**src/rtl/can_mode_pkg.sv**
```systemverilog
package can_mode_pkg;

  typedef enum logic [1:0] {
    MODE_ENABLED = 2'b00,
    MODE_STANDBY = 2'b01,
    MODE_LISTEN  = 2'b10,
    MODE_RSVD    = 2'b11
  } chan_mode_e;

  // Reserved code falls back to the safe, bus-quiet mode.
  function automatic chan_mode_e decode_mode(input logic [1:0] code);
    case (code)
      2'b00:   decode_mode = MODE_ENABLED;
      2'b10:   decode_mode = MODE_LISTEN;
      default: decode_mode = MODE_STANDBY;
    endcase
  endfunction

endpackage

```
**src/rtl/can_mode_seq.sv**
```systemverilog
module can_mode_seq
  import can_mode_pkg::*;
(
  input  logic       clk,
  input  logic       rst_n,
  input  logic [1:0] mode_req,
  input  logic       bit_tick,
  output chan_mode_e mode_q
);

  always_ff @(posedge clk or negedge rst_n) begin
    if (!rst_n) begin
      mode_q <= MODE_STANDBY;
    end else if (bit_tick) begin
      mode_q <= decode_mode(mode_req);
    end
  end

  AST_MODE_HOLD: assert property (@(posedge clk) disable iff (!rst_n)
    !bit_tick |=> $stable(mode_q));

  AST_MODE_LOAD: assert property (@(posedge clk) disable iff (!rst_n)
    (bit_tick && mode_req != 2'b11) |=> (mode_q == $past(mode_req)));

  AST_MODE_RSVD: assert property (@(posedge clk) disable iff (!rst_n)
    (bit_tick && mode_req == 2'b11) |=> (mode_q == MODE_STANDBY));

endmodule

```
**src/rtl/can_line_mux.sv**
```systemverilog
module can_line_mux
  import can_mode_pkg::*;
(
  input  chan_mode_e mode,
  input  logic       eng_tx,
  input  logic       rx_pin,
  output logic       tx_pin,
  output logic       eng_rx,
  output logic       rx_enable
);

  localparam logic RECESSIVE = 1'b1;

  always_comb begin
    tx_pin    = RECESSIVE;
    eng_rx    = RECESSIVE;
    rx_enable = 1'b0;
    case (mode)
      MODE_ENABLED: begin
        tx_pin    = eng_tx;
        eng_rx    = rx_pin;
        rx_enable = 1'b1;
      end
      MODE_LISTEN: begin
        eng_rx    = eng_tx;
        rx_enable = 1'b1;
      end
      default: ;
    endcase
  end

endmodule

```
**src/rtl/can_err_cnt.sv**
```systemverilog
module can_err_cnt #(
  parameter int CNT_W    = 8,
  parameter int INC_STEP = 1
) (
  input  logic             clk,
  input  logic             rst_n,
  input  logic             cnt_en,
  input  logic             inc,
  input  logic             dec,
  output logic [CNT_W-1:0] cnt
);

  localparam logic [CNT_W-1:0] CNT_MAX  = '1;
  localparam logic [CNT_W-1:0] STEP_V   = CNT_W'(INC_STEP);
  localparam logic [CNT_W-1:0] INC_LIM  = CNT_MAX - STEP_V;

  logic [CNT_W-1:0] cnt_nx;

  always_comb begin
    cnt_nx = cnt;
    if (cnt_en) begin
      if (inc) begin
        cnt_nx = (cnt > INC_LIM) ? CNT_MAX : cnt + STEP_V;
      end else if (dec) begin
        cnt_nx = (cnt == '0) ? '0 : cnt - 1'b1;
      end
    end
  end

  always_ff @(posedge clk or negedge rst_n) begin
    if (!rst_n) cnt <= '0;
    else        cnt <= cnt_nx;
  end

  AST_FROZEN: assert property (@(posedge clk) disable iff (!rst_n)
    !cnt_en |=> $stable(cnt));

  AST_STEP_UP: assert property (@(posedge clk) disable iff (!rst_n)
    (cnt_en && inc && cnt <= INC_LIM) |=> (cnt == $past(cnt) + STEP_V));

  AST_NO_OVERFLOW: assert property (@(posedge clk) disable iff (!rst_n)
    (cnt_en && inc && cnt > INC_LIM) |=> (cnt == CNT_MAX));

  AST_NO_UNDERFLOW: assert property (@(posedge clk) disable iff (!rst_n)
    (cnt_en && dec && !inc && cnt == '0) |=> (cnt == '0));

endmodule

```
**src/rtl/can_mode_ctrl.sv**
```systemverilog
module can_mode_ctrl
  import can_mode_pkg::*;
#(
  parameter int CNT_W    = 8,
  parameter int TEC_STEP = 8,
  parameter int REC_STEP = 1
) (
  input  logic             clk,
  input  logic             rst_n,
  input  logic [1:0]       mode_req,
  input  logic             bit_tick,
  input  logic             eng_tx,
  input  logic             rx_pin,
  input  logic             tec_inc,
  input  logic             tec_dec,
  input  logic             rec_inc,
  input  logic             rec_dec,
  output logic             tx_pin,
  output logic             eng_rx,
  output logic             rx_enable,
  output logic [1:0]       active_mode,
  output logic [CNT_W-1:0] tec,
  output logic [CNT_W-1:0] rec
);

  chan_mode_e mode_q;
  logic       cnt_en;

  can_mode_seq u_seq (
    .clk      (clk),
    .rst_n    (rst_n),
    .mode_req (mode_req),
    .bit_tick (bit_tick),
    .mode_q   (mode_q)
  );

  can_line_mux u_mux (
    .mode      (mode_q),
    .eng_tx    (eng_tx),
    .rx_pin    (rx_pin),
    .tx_pin    (tx_pin),
    .eng_rx    (eng_rx),
    .rx_enable (rx_enable)
  );

  // Counters follow the mode in force before the edge.
  assign cnt_en = (mode_q != MODE_LISTEN);

  can_err_cnt #(.CNT_W(CNT_W), .INC_STEP(TEC_STEP)) u_tec (
    .clk    (clk),
    .rst_n  (rst_n),
    .cnt_en (cnt_en),
    .inc    (tec_inc),
    .dec    (tec_dec),
    .cnt    (tec)
  );

  can_err_cnt #(.CNT_W(CNT_W), .INC_STEP(REC_STEP)) u_rec (
    .clk    (clk),
    .rst_n  (rst_n),
    .cnt_en (cnt_en),
    .inc    (rec_inc),
    .dec    (rec_dec),
    .cnt    (rec)
  );

  assign active_mode = mode_q;

  AST_ENABLED_PASS: assert property (@(posedge clk) disable iff (!rst_n)
    (active_mode == 2'b00) |-> (tx_pin == eng_tx && eng_rx == rx_pin && rx_enable));

  AST_STANDBY_QUIET: assert property (@(posedge clk) disable iff (!rst_n)
    (active_mode == 2'b01) |-> (tx_pin && eng_rx && !rx_enable));

  AST_LISTEN_LOOP: assert property (@(posedge clk) disable iff (!rst_n)
    (active_mode == 2'b10) |-> (tx_pin && rx_enable && eng_rx == eng_tx));

  AST_LISTEN_FREEZE: assert property (@(posedge clk) disable iff (!rst_n)
    (active_mode == 2'b10) |=> ($stable(tec) && $stable(rec)));

  AST_MODE_CODE: assert property (@(posedge clk) disable iff (!rst_n)
    active_mode != 2'b11);

endmodule

```
**config.mk**
```make
export PLATFORM = sky130hd
export DESIGN_NAME = can_mode_ctrl
export DESIGN_NICKNAME = d
export VERILOG_FILES = /design/src/rtl/can_mode_pkg.sv /design/src/rtl/can_mode_seq.sv /design/src/rtl/can_line_mux.sv /design/src/rtl/can_err_cnt.sv /design/src/rtl/can_mode_ctrl.sv
export SDC_FILE = /design/constraint.sdc
export NUM_CORES = 1
export LEC_CHECK = 0
export BUFFER_PORTS_ARGS = -buffer_cell sky130_fd_sc_hd__buf_2
export CORE_MARGIN = 1
export CORE_UTILIZATION = 50
export CTS_CLUSTER_DIAMETER = 100
export CTS_CLUSTER_SIZE = 8
export DETAILED_ROUTE_END_ITERATION = 8
export PLACE_DENSITY = 0.8
export SLEW_MARGIN = 20
export SYNTH_ARGS = -nofsm -noshare
export SYNTH_HDL_FRONTEND = slang
export SYNTH_SLANG_ARGS = --single-unit
```
**constraint.sdc**
```tcl
create_clock -name clk -period 2.48 [get_ports clk]
set_clock_uncertainty 0.15 [all_clocks]
set_input_delay 0.124 -clock clk [delete_from_list [all_inputs] [get_ports clk]]
set_output_delay 0.124 -clock clk [all_outputs]
set_load 0.005 [all_outputs]
```
After elaboration in Yosys (flattened, before gate mapping):

Cells that the tools add are included.
W data, S select, Z words.

* output and inout port bits: 21
* flip-flop bits (word level): 18
* input port bits: 11

* reductions and logical operators: 9
* order comparisons: 2
* mux-type cells: 12
* add/subtract/negate cells: 4
* equal/unequal tests: 3

Operator list (count)
* $mux W8: 8
* $gt A8 B8 Y1 const B: 2
* $logic_not A8 Y1: 2
* $sub A8 B1 Y8 const B: 2
* $add A8 B1 Y8 const B: 1
* $add A8 B4 Y8 const B: 1
* $eq A2 B2 Y1 const B: 2
* $logic_not A2 Y1: 2
* $pmux W2 S2: 1
* $reduce_and A2 Y1: 2
* $reduce_bool A2 Y1: 2
* $mux W1: 2
* $ne A2 B2 Y1 const B: 1
* $pmux W1 S2: 1
* $reduce_or A2 Y1: 1

Logic depth before layout (Yosys ltp):

Gate-level depths: netlist (run 1).

* depth in word-level cells: 4
* mapped depth: 7
* gate-level depth less buffers: 6

Cells and area by module:

Synthesis (run 1) repeated with hierarchy kept, for this count alone.

* cells, all modules: 191
* area, all modules: 1599.0 um2

By module, submodules not included
* can_err_cnt at u_rec: instances 1, cells an instance 101, area an instance 835.8 um2
* can_err_cnt at u_tec: instances 1, cells an instance 79, area an instance 650.6 um2
* can_mode_seq: instances 1, cells an instance 6, area an instance 82.6 um2
* can_line_mux: instances 1, cells an instance 4, area an instance 23.8 um2
* can_mode_ctrl: instances 1, cells an instance 1, area an instance 6.3 um2

Worst setup path after synthesis (run 1):

Ideal clock, no wire load.

* kind: register -> register
* start point: reg u_tec.cnt[4]
* end point: reg u_tec.cnt[7]
* path buffers: 1
* clock period less this slack: 2016 ps
* arrival time: 1789 ps
* setup slack: 464 ps
* setup time: 76 ps
* stages on the path, launching flop included: 8
* cell sequence: dfrtp_1 -> clkbuf_1 -> inv_1 -> ha_1 -> or4b_4 -> a2111oi_2 -> o221ai_1 -> o21ai_1

* cells in the longest elaborated chain, start to end: 4
* elaborated cells between the ends (all ways): 8

RTL lines
* start, declared: RTL line can_err_cnt.sv:10 `output logic [CNT_W-1:0] cnt`
* start signal, assigned: RTL line can_err_cnt.sv:32 `else cnt <= cnt_nx;`
* $sub A8 B1 Y8 / $logic_not A8 Y1 (equally long branches): RTL line can_err_cnt.sv:25 `cnt_nx = (cnt == '0) ? '0 : cnt - 1'b1;`
* $mux W8: RTL line can_err_cnt.sv:25
* $mux W8: RTL line can_err_cnt.sv:24 `end else if (dec) begin`
* $mux W8 (*): RTL line can_err_cnt.sv:22 `if (inc) begin`

Mark *: on every way between the ends. The rest lies on a longest branch, timed or not. The select of a mux whose other input is x is not followed.
A chain may end at the register's enable or synchronous reset.

Worst setup path after layout (run 1):

* start point: reg u_rec.cnt[0]
* end point: reg u_rec.cnt[2]

* cells in the longest elaborated chain, start to end: 4
* elaborated cells between the ends (all ways): 8

RTL lines (RTL line)
* start, declared: can_err_cnt.sv:10
* start signal, assigned: can_err_cnt.sv:32
* $sub A8 B1 Y8 / $logic_not A8 Y1 (equally long branches): can_err_cnt.sv:25
* $mux W8: can_err_cnt.sv:25
* $mux W8: can_err_cnt.sv:24
* $mux W8 (*): can_err_cnt.sv:22

Marks and branches as above.

==> results of run 1 <==
cell type report:
class	count	share of cell area, %
timing repair buffer	38	12.3
sequential	18	25.3
inverter	11	2.31
clock buffer	4	1.47
multi-input combinational	145	56.4
tap	31	2.17
path summary, 6_finish.rpt:
check,from,endpoint,slack [ns]
min in group asynchronous,rst_n,u_tec.cnt[1],0.14
hold reg to reg,u_seq.mode_q[1],u_seq.mode_q[1],0.46
setup reg to reg,u_rec.cnt[0],u_rec.cnt[2],0.32
hold / removal,tec_inc,u_tec.cnt[2],0.06
setup / recovery,u_rec.cnt[0],u_rec.cnt[2],0.32
max in group asynchronous,rst_n,u_seq.mode_q[0],1.70
per-stage QoR:
step           worst slack [ns]  instances  power, uW  util (%)  hold slack (ns)
6_report                  0.321        247       1860      62.6           0.0567
5_1_grt                   0.175        247       2010      62.6           0.0591
4_1_cts                   0.336        247       1850      62.6           0.0453
3_5_place_dp              0.356        238       1680      59.9          -0.0568
3_3_place_gp              0.408        238       1630      59.9          -0.0610
2_1_floorplan             0.464        185       1380         -           -0.322
cells by family (layout without fill, tap and decap cells):
group           Yosys count  in the layout
xor+xnor                  2              2
fa+ha+maj                 8              8
buf+inv                  22             53
compound gates           58             58
simple gates             73             73
mux                       4              4
flops                    18             18
critical path, stage by stage, from the launching register on:
cell and delay, ns:
dfrtp_1 0.52, inv_1 0.13, ha_1 0.22, nand4b_1 0.31, or2_1 0.38, a211oi_1 0.23, a2bb2oi_1 0.16
timing repair:
item                                    CTS  global route
endpoints found under the setup margin    0             0
hold buffers                              5             0
hold endpoints to repair                 20             0
per-layer routing:
| metal | global-route usage [%] | share of wire [%] | up-vias |
|---|---|---|---|
| li1 | - | - | 765 |
| met1 | 34.3 | 44 | 757 |
| met2 | 41.7 | 48 | 70 |
| met3 | 2.90 | 6.0 | 10 |
| met4 | 9.86 | 2.0 | 0 |
| met5 | 0 | 0 | - |
flip-flops by register name, indices dropped and copies added (netlist names):
name and cells:
u_seq.mode_q 2, u_tec.cnt 8, u_rec.cnt 8
cells in the final DEF (no fill, tap or decap), drive strengths merged, types with 2 or more instances in the layout:
master	netlist	final
nand3b	3	3
nand3	5	5
o22a	4	4
o221ai	2	2
buf	6	33
a21oi	11	11
dlygate4sd3	0	5
nand4	3	3
or3	3	3
nor2	16	16
nor4	5	5
a211o	3	3
nor4b	2	2
nand2	13	13
inv	11	11
nor3	5	5
and3	2	2
a31oi	4	4
o211ai	5	5
nand4b	2	2
mux2i	3	3
dfrtp	17	17
o21ai	10	10
clkbuf	5	4
ha	8	8
or2	4	4
a211oi	5	5
nor2b	3	3
power breakdown:
part | switching [uW] | total, uW | leakage (uW) | internal (uW)
combinational | 476 | 947 | 0.000537 | 471
clock | 96.2 | 159 | 0.0000150 | 62.4
sequential | 332 | 751 | 0.000209 | 419
total | 904 | 1860 | 0.000761 | 952
==> metrics.md, run 1 <==
| Metric | Value |
|---|---|
| Worst hold path stage count | 2 |
| Slew @ Worst Pin | 0.732 ns |
| Num CTS Buffers | 3 |
| Post-synth top area cell | dfrtp_1 |
| CP Class | flop to flop |
| Pwr dens | 1040 nW/um^2 |
| Maxcap violations | 0 |
| Largest net degree at the start of global routing | 19 |
| First-pass GRT wire length | 6690 microns |
| Post-synth top cells | 17 x dfrtp_1, 16 x nor2_1, 13 x nand2_1 |
| Leakage power | 0.000761 uW |
| Compound-Gate Fraction of Synth Area | 26.6% |
| Placed cell areas | 1710 sq um |
| Wire per inst | 16.1 microns |
| Yosys cell types | 59 |
| Top-count cell post-synth | dfrtp_1 |
| DR iter-0 viols | 104 |
| Placeable Area | 2850 sq um |
| Synth top area share | 27.3% |
| R2r worst-path depth | 6 |
| Tmin final | 2.16 ns |
| Global route overflow | 0 |
| Final setup fails | 0 |
| Unrepaired setup endpoints after global routing | no |
| Post-Syn Area | 1560 sq um |
| Setup TNS | 0 ns |
| Vias in the first global route | 1459 |
| Slew Viols, Final | 0 |
| Syn Inst Count | 185 |
| Via count | 1602 |
| Area of the multi-input gates | 1010 sq um |
| Required @ worst endpoint | 2.56 ns |
| Synth warn | 0 |
| Register area share after synthesis | 29.0% |
| Routed WL | 3990 microns |
| Die Width | 57.8 microns |
| Max FO, Critical Path | 10 |
| Failing checks | DRC |
| Ys flop type | dfrtp_1 |
| Fmax | 0.463 GHz |
| Share of cells above drive strength 1 | 23.1% |
| Main combinational cell family by area after synthesis | simple AND/OR/NAND/NOR gates |
| Post-DP HPWL | 2890 microns |
| Final Cell Area | 1790 sq um |
| CTS Buffer Depth | 2 |
| Clk slew on worst S/H paths | 0.11 ns |
| Arrival time at the worst endpoint | 2.24 ns |
| Die Area | 3340 sq um |
| Number of I/O pins | 32 |
| Synth Area in XOR/XNOR | 1.12% |
| H-tree depth | 1 |
| Post-CTS sizing | 0 |
| Vias per cell | 6.49 |
| HP Class | input pin to flop |
| Clock sinks | 18 |
| First drt pass iteration count | 6 |
| CP Capture Type | flop |
| Slew headroom | 50.7% |
| Fin. Hold Viols | 0 |
| Worst vdd ir | 500 uV |
| Fillers | 242 |
| Worst-Skew Late Latency | 0.29 ns |
| Antenna viol nets, final | 0 |
| Crit path launch type | flop |
| FF+latch count, synth | 18 |
| Root Driver | clkbuf_4 |
| Initial core utilization | 54.6% |
| DR DRC count | 2 |
| Initial antenna violation count | 0 |
| Post-synthesis average cell area | 8.42 sq um |
| Final nets | 236 |
| Height of the die | 57.8 microns |
| Synth Area in Simple Gates | 27.9% |
| FF+latch area | 452 sq um |
| Syn nets | 204 |
| Std cell rows | 19 |
| Diode count | 0 |
| Port bufs | 31 |
| CTS tree | built |
| Routability cong. | 0.936 |
| Fin crit share | 87.1% |
| Status | finished with violations |
| Post-synthesis mux area share | 2.65% |
| Area grow syn2layout | 14.6% |
| Total GRT Usage | 25.4% |
| Adder-Cell Fraction of Synth Area | 6.43% |
| Share of synthesized registers carrying an async set or reset | 100% |
| Setup bufs post-CTS | 0 |
| Top cells by area, synth | dfrtp_1 27%, ha_1 6.4%, nor2_1 3.9% |
| Post-synth EDFFs | 0 |
No activity file was read; power rests on OpenSTA's default activity.
==> inputs of run 2 (changes only) <==
RECOVER_POWER = 50   (was not set)
SYNTH_HIERARCHICAL = 1   (was not set)
==> run 2 against run 1 <==
Via count down 1.3%; non-clock buffer count rose by 4; hold slack better by 0.036 ns; clock power is 19% higher; sequential share of layout area is 0.66 points lower; the flow now finishes without violations; flip-flop and latch count did not move; largest power group unchanged; die area grew 2.6%; combinational power rose by 2.7%; sequential power down 18%; critical path type unchanged.
==> metrics.md, run 2 <==
| Metric | Value |
|---|---|
| H-tree depth | 1 |
| Crit-path cells | inv_1 > ha_1 > or4b_1 > nor4_1 > o21ai_0 > a22o_1 |
| CTS tree | built |
| Commonest non-fill, non-tap cells in the layout | 27 x buf_2, 18 x nand2_1, 17 x dfrtp_1 |
| R2r startpoint | u_tec/cnt[4] |
| Pre-CTS setup slack | 0.357 ns |
| Fmax | 0.461 GHz |
| Routability cong. | 0.961 |
| Post-synth top area cell | dfrtp_1 |
| Post-Syn Area | 1600 sq um |
| CP Class | flop to flop |
| Port bufs | 31 |
| Syn Inst Count | 191 |
| Final setup fails | 0 |
| Placed instance count | 260 |
| Tmin final | 2.17 ns |
| Global route overflow | 0 |
| Vias in the first global route | 1362 |
| CTS Buffer Depth | 2 |
| Arrival time at the worst endpoint | 2.22 ns |
| HP Class | input pin to flop |
| Ys flop type | dfrtp_1 |
| Register area share after synthesis | 28.2% |
| Diode count | 0 |
| Via count | 1581 |
| Most common cell after layout, fill and taps aside | buf_2 |
| Top-count cell post-synth | nand2_1 |
| Yosys cell types | 59 |
| Post-CTS sizing | 0 |
| Pwr dens | 971 nW/um^2 |
| Routed WL | 3990 microns |
| Fin crit share | 87.4% |
| Syn nets | 210 |
| Antenna viol nets, final | 0 |
| Initial core utilization | 52.4% |
| FF+latch count, synth | 18 |
| Max incr delay on CP | 0.49 ns |
| Status | complete, no violations |
| Root Driver | clkbuf_4 |
| Minimum hold slack | 0.0927 ns |
| Synth warn | 6 |
| Worst vdd ir | 430 uV |
| Post-synthesis average cell area | 8.37 sq um |
| Post-DP HPWL | 2780 microns |
| Height of the die | 58.6 microns |
| Slew @ Worst Pin | 0.993 ns |
| CP Launch Point | u_tec/cnt[4] |
| Clk slew on worst S/H paths | 0.11 ns |
| Share of cells above drive strength 1 | 20.5% |
| Share of synthesized registers carrying an async set or reset | 100% |
| Regs by FF count | u_rec/cnt x8, u_tec/cnt x8, u_seq/mode_q x2 |
| CP max-delay cell | or4b_1 |
| CP Capture Type | flop |
| Num CTS Buffers | 3 |
| Area grow syn2layout | 14.6% |
| Post-synth EDFFs | 0 |
| Wire per inst | 14.9 microns |
| Worst path top cell family by delay | simple AND/OR/NAND/NOR gates |
| Maxcap violations | 0 |
| Worst-Skew Late Latency | 0.30 ns |
| Setup TNS | 0 ns |
| Required @ worst endpoint | 2.53 ns |
| Synth top area share | 26.6% |
| Setup ws final | 0.312 ns |
| Die Width | 58.6 microns |
| First drt pass iteration count | 4 |
| Unrepaired setup endpoints after global routing | no |
| Initial antenna violation count | 0 |
| Vias per cell | 5.90 |
| Std cell rows | 20 |
| Slew headroom | 33.8% |
| Fin. Hold Viols | 0 |
| Die Area | 3430 sq um |
| Slew Viols, Final | 0 |
| Hold_sp | tec_inc |
| Top cells by area, synth | dfrtp_1 27%, ha_1 6.3%, nand2_1 4.2% |
| Crit path launch type | flop |
| Clock sinks | 18 |
| WP buf/inv | 1 |
| Number of I/O pins | 32 |
| DR iter-0 viols | 105 |
| Total GRT Usage | 24.6% |
| Placeable Area | 3050 sq um |
| Final std cells w/o fill | 268 |
| First-pass GRT wire length | 6480 microns |
| Leakage power | 0.000848 uW |
| Final nets | 244 |
| Fin util | 60.0% |
| Post-synth top cells | 18 x nand2_1, 17 x dfrtp_1, 13 x nor2_1 |
| DR DRC count | 0 |
| Max FO, Critical Path | 8 |
| Largest net degree at the start of global routing | 20 |
==> run 2: cell types whose count changed after synthesis, sizes merged, moves of 3 or more <==
cell / before / now
nor2: 16 / 13
o211ai: 5 / 1
o22a: 4 / 0
nand2: 13 / 18
a22oi: 1 / 4
buf: 6 / 9
a211oi: 5 / 0
nand3: 5 / 10
and3b: 0 / 3
nand4: 3 / 6
==> run 2: final cells by class <==
cell class / count / area [sq um]
clock buffer: 4 / 36.3
fill: 285 / 1220
sequential: 18 / 452
timing repair buffer: 42 / 235
multi-input combinational: 148 / 1010
tap: 44 / 55.1
inverter: 12 / 45.0
==> run 2: kinds of logic (layout without fill, tap and decap cells) <==
kind of cell               after synthesis  after routing  synth area share, %
DFF                                     18             18                 28.2
muxes                                    5              5                 3.52
xor gates and xnor gates                 2              2                 1.10
AOI/OAI and AO/OA                       53             53                 23.2
and+or+nand+nor                         80             80                 29.1
buffers and inverters                   25             58                 8.61
adders and majority gates                8              8                 6.26
==> run 2: worst paths after layout <==
| kind | slack, ns | depth (start not counted) | end |
|---|---|---|---|
| setup / recovery | 0.31 | 6 | u_tec/cnt[7] |
| hold / removal | 0.09 | 3 | u_tec/cnt[6] |
| setup reg to reg | 0.31 | 6 | u_tec/cnt[7] |
| hold reg to reg | 0.44 | 2 | u_tec/cnt[0] |
| max in group asynchronous | 1.24 | 2 | u_tec/cnt[1] |
| min in group asynchronous | 0.35 | 2 | u_tec/cnt[6] |
==> run 2: power breakdown <==
part           switching, uW  internal (uW)
clock                   99.9           89.5
sequential               208            411
combinational            530            442
==> run 2: worst min-delay path, delay by kind of cell <==
family | cells | cell delay (ns)
AO/OA/AOI/OAI | 2 | 0.19
buffers and inverters | 1 | 0.20
==> run 2: per-layer routing <==
metal / vias to the layer above / wire length [microns] / GRT usage, %
li1: 785 / - / -
met1: 728 / 1930 / 36.5
met2: 64 / 1800 / 38.3
met3: 4 / 234 / 3.52
met4: 0 / 31 / 5.44
met5: - / 0 / 0
==> run 2: stage by stage <==
step	instance area, sq um	total power (uW)
6_report	1830	1780
4_1_cts	1850	1780
2_1_floorplan	1600	1300
3_3_place_gp	1770	1570
5_1_grt	1830	1930
3_5_place_dp	1770	1580
==> run 2: repair_timing <==
action / in CTS / in global routing
endpoints found under the hold margin: 20 / 0
hold buffers: 4 / 0
buffers inserted: 0 / 0
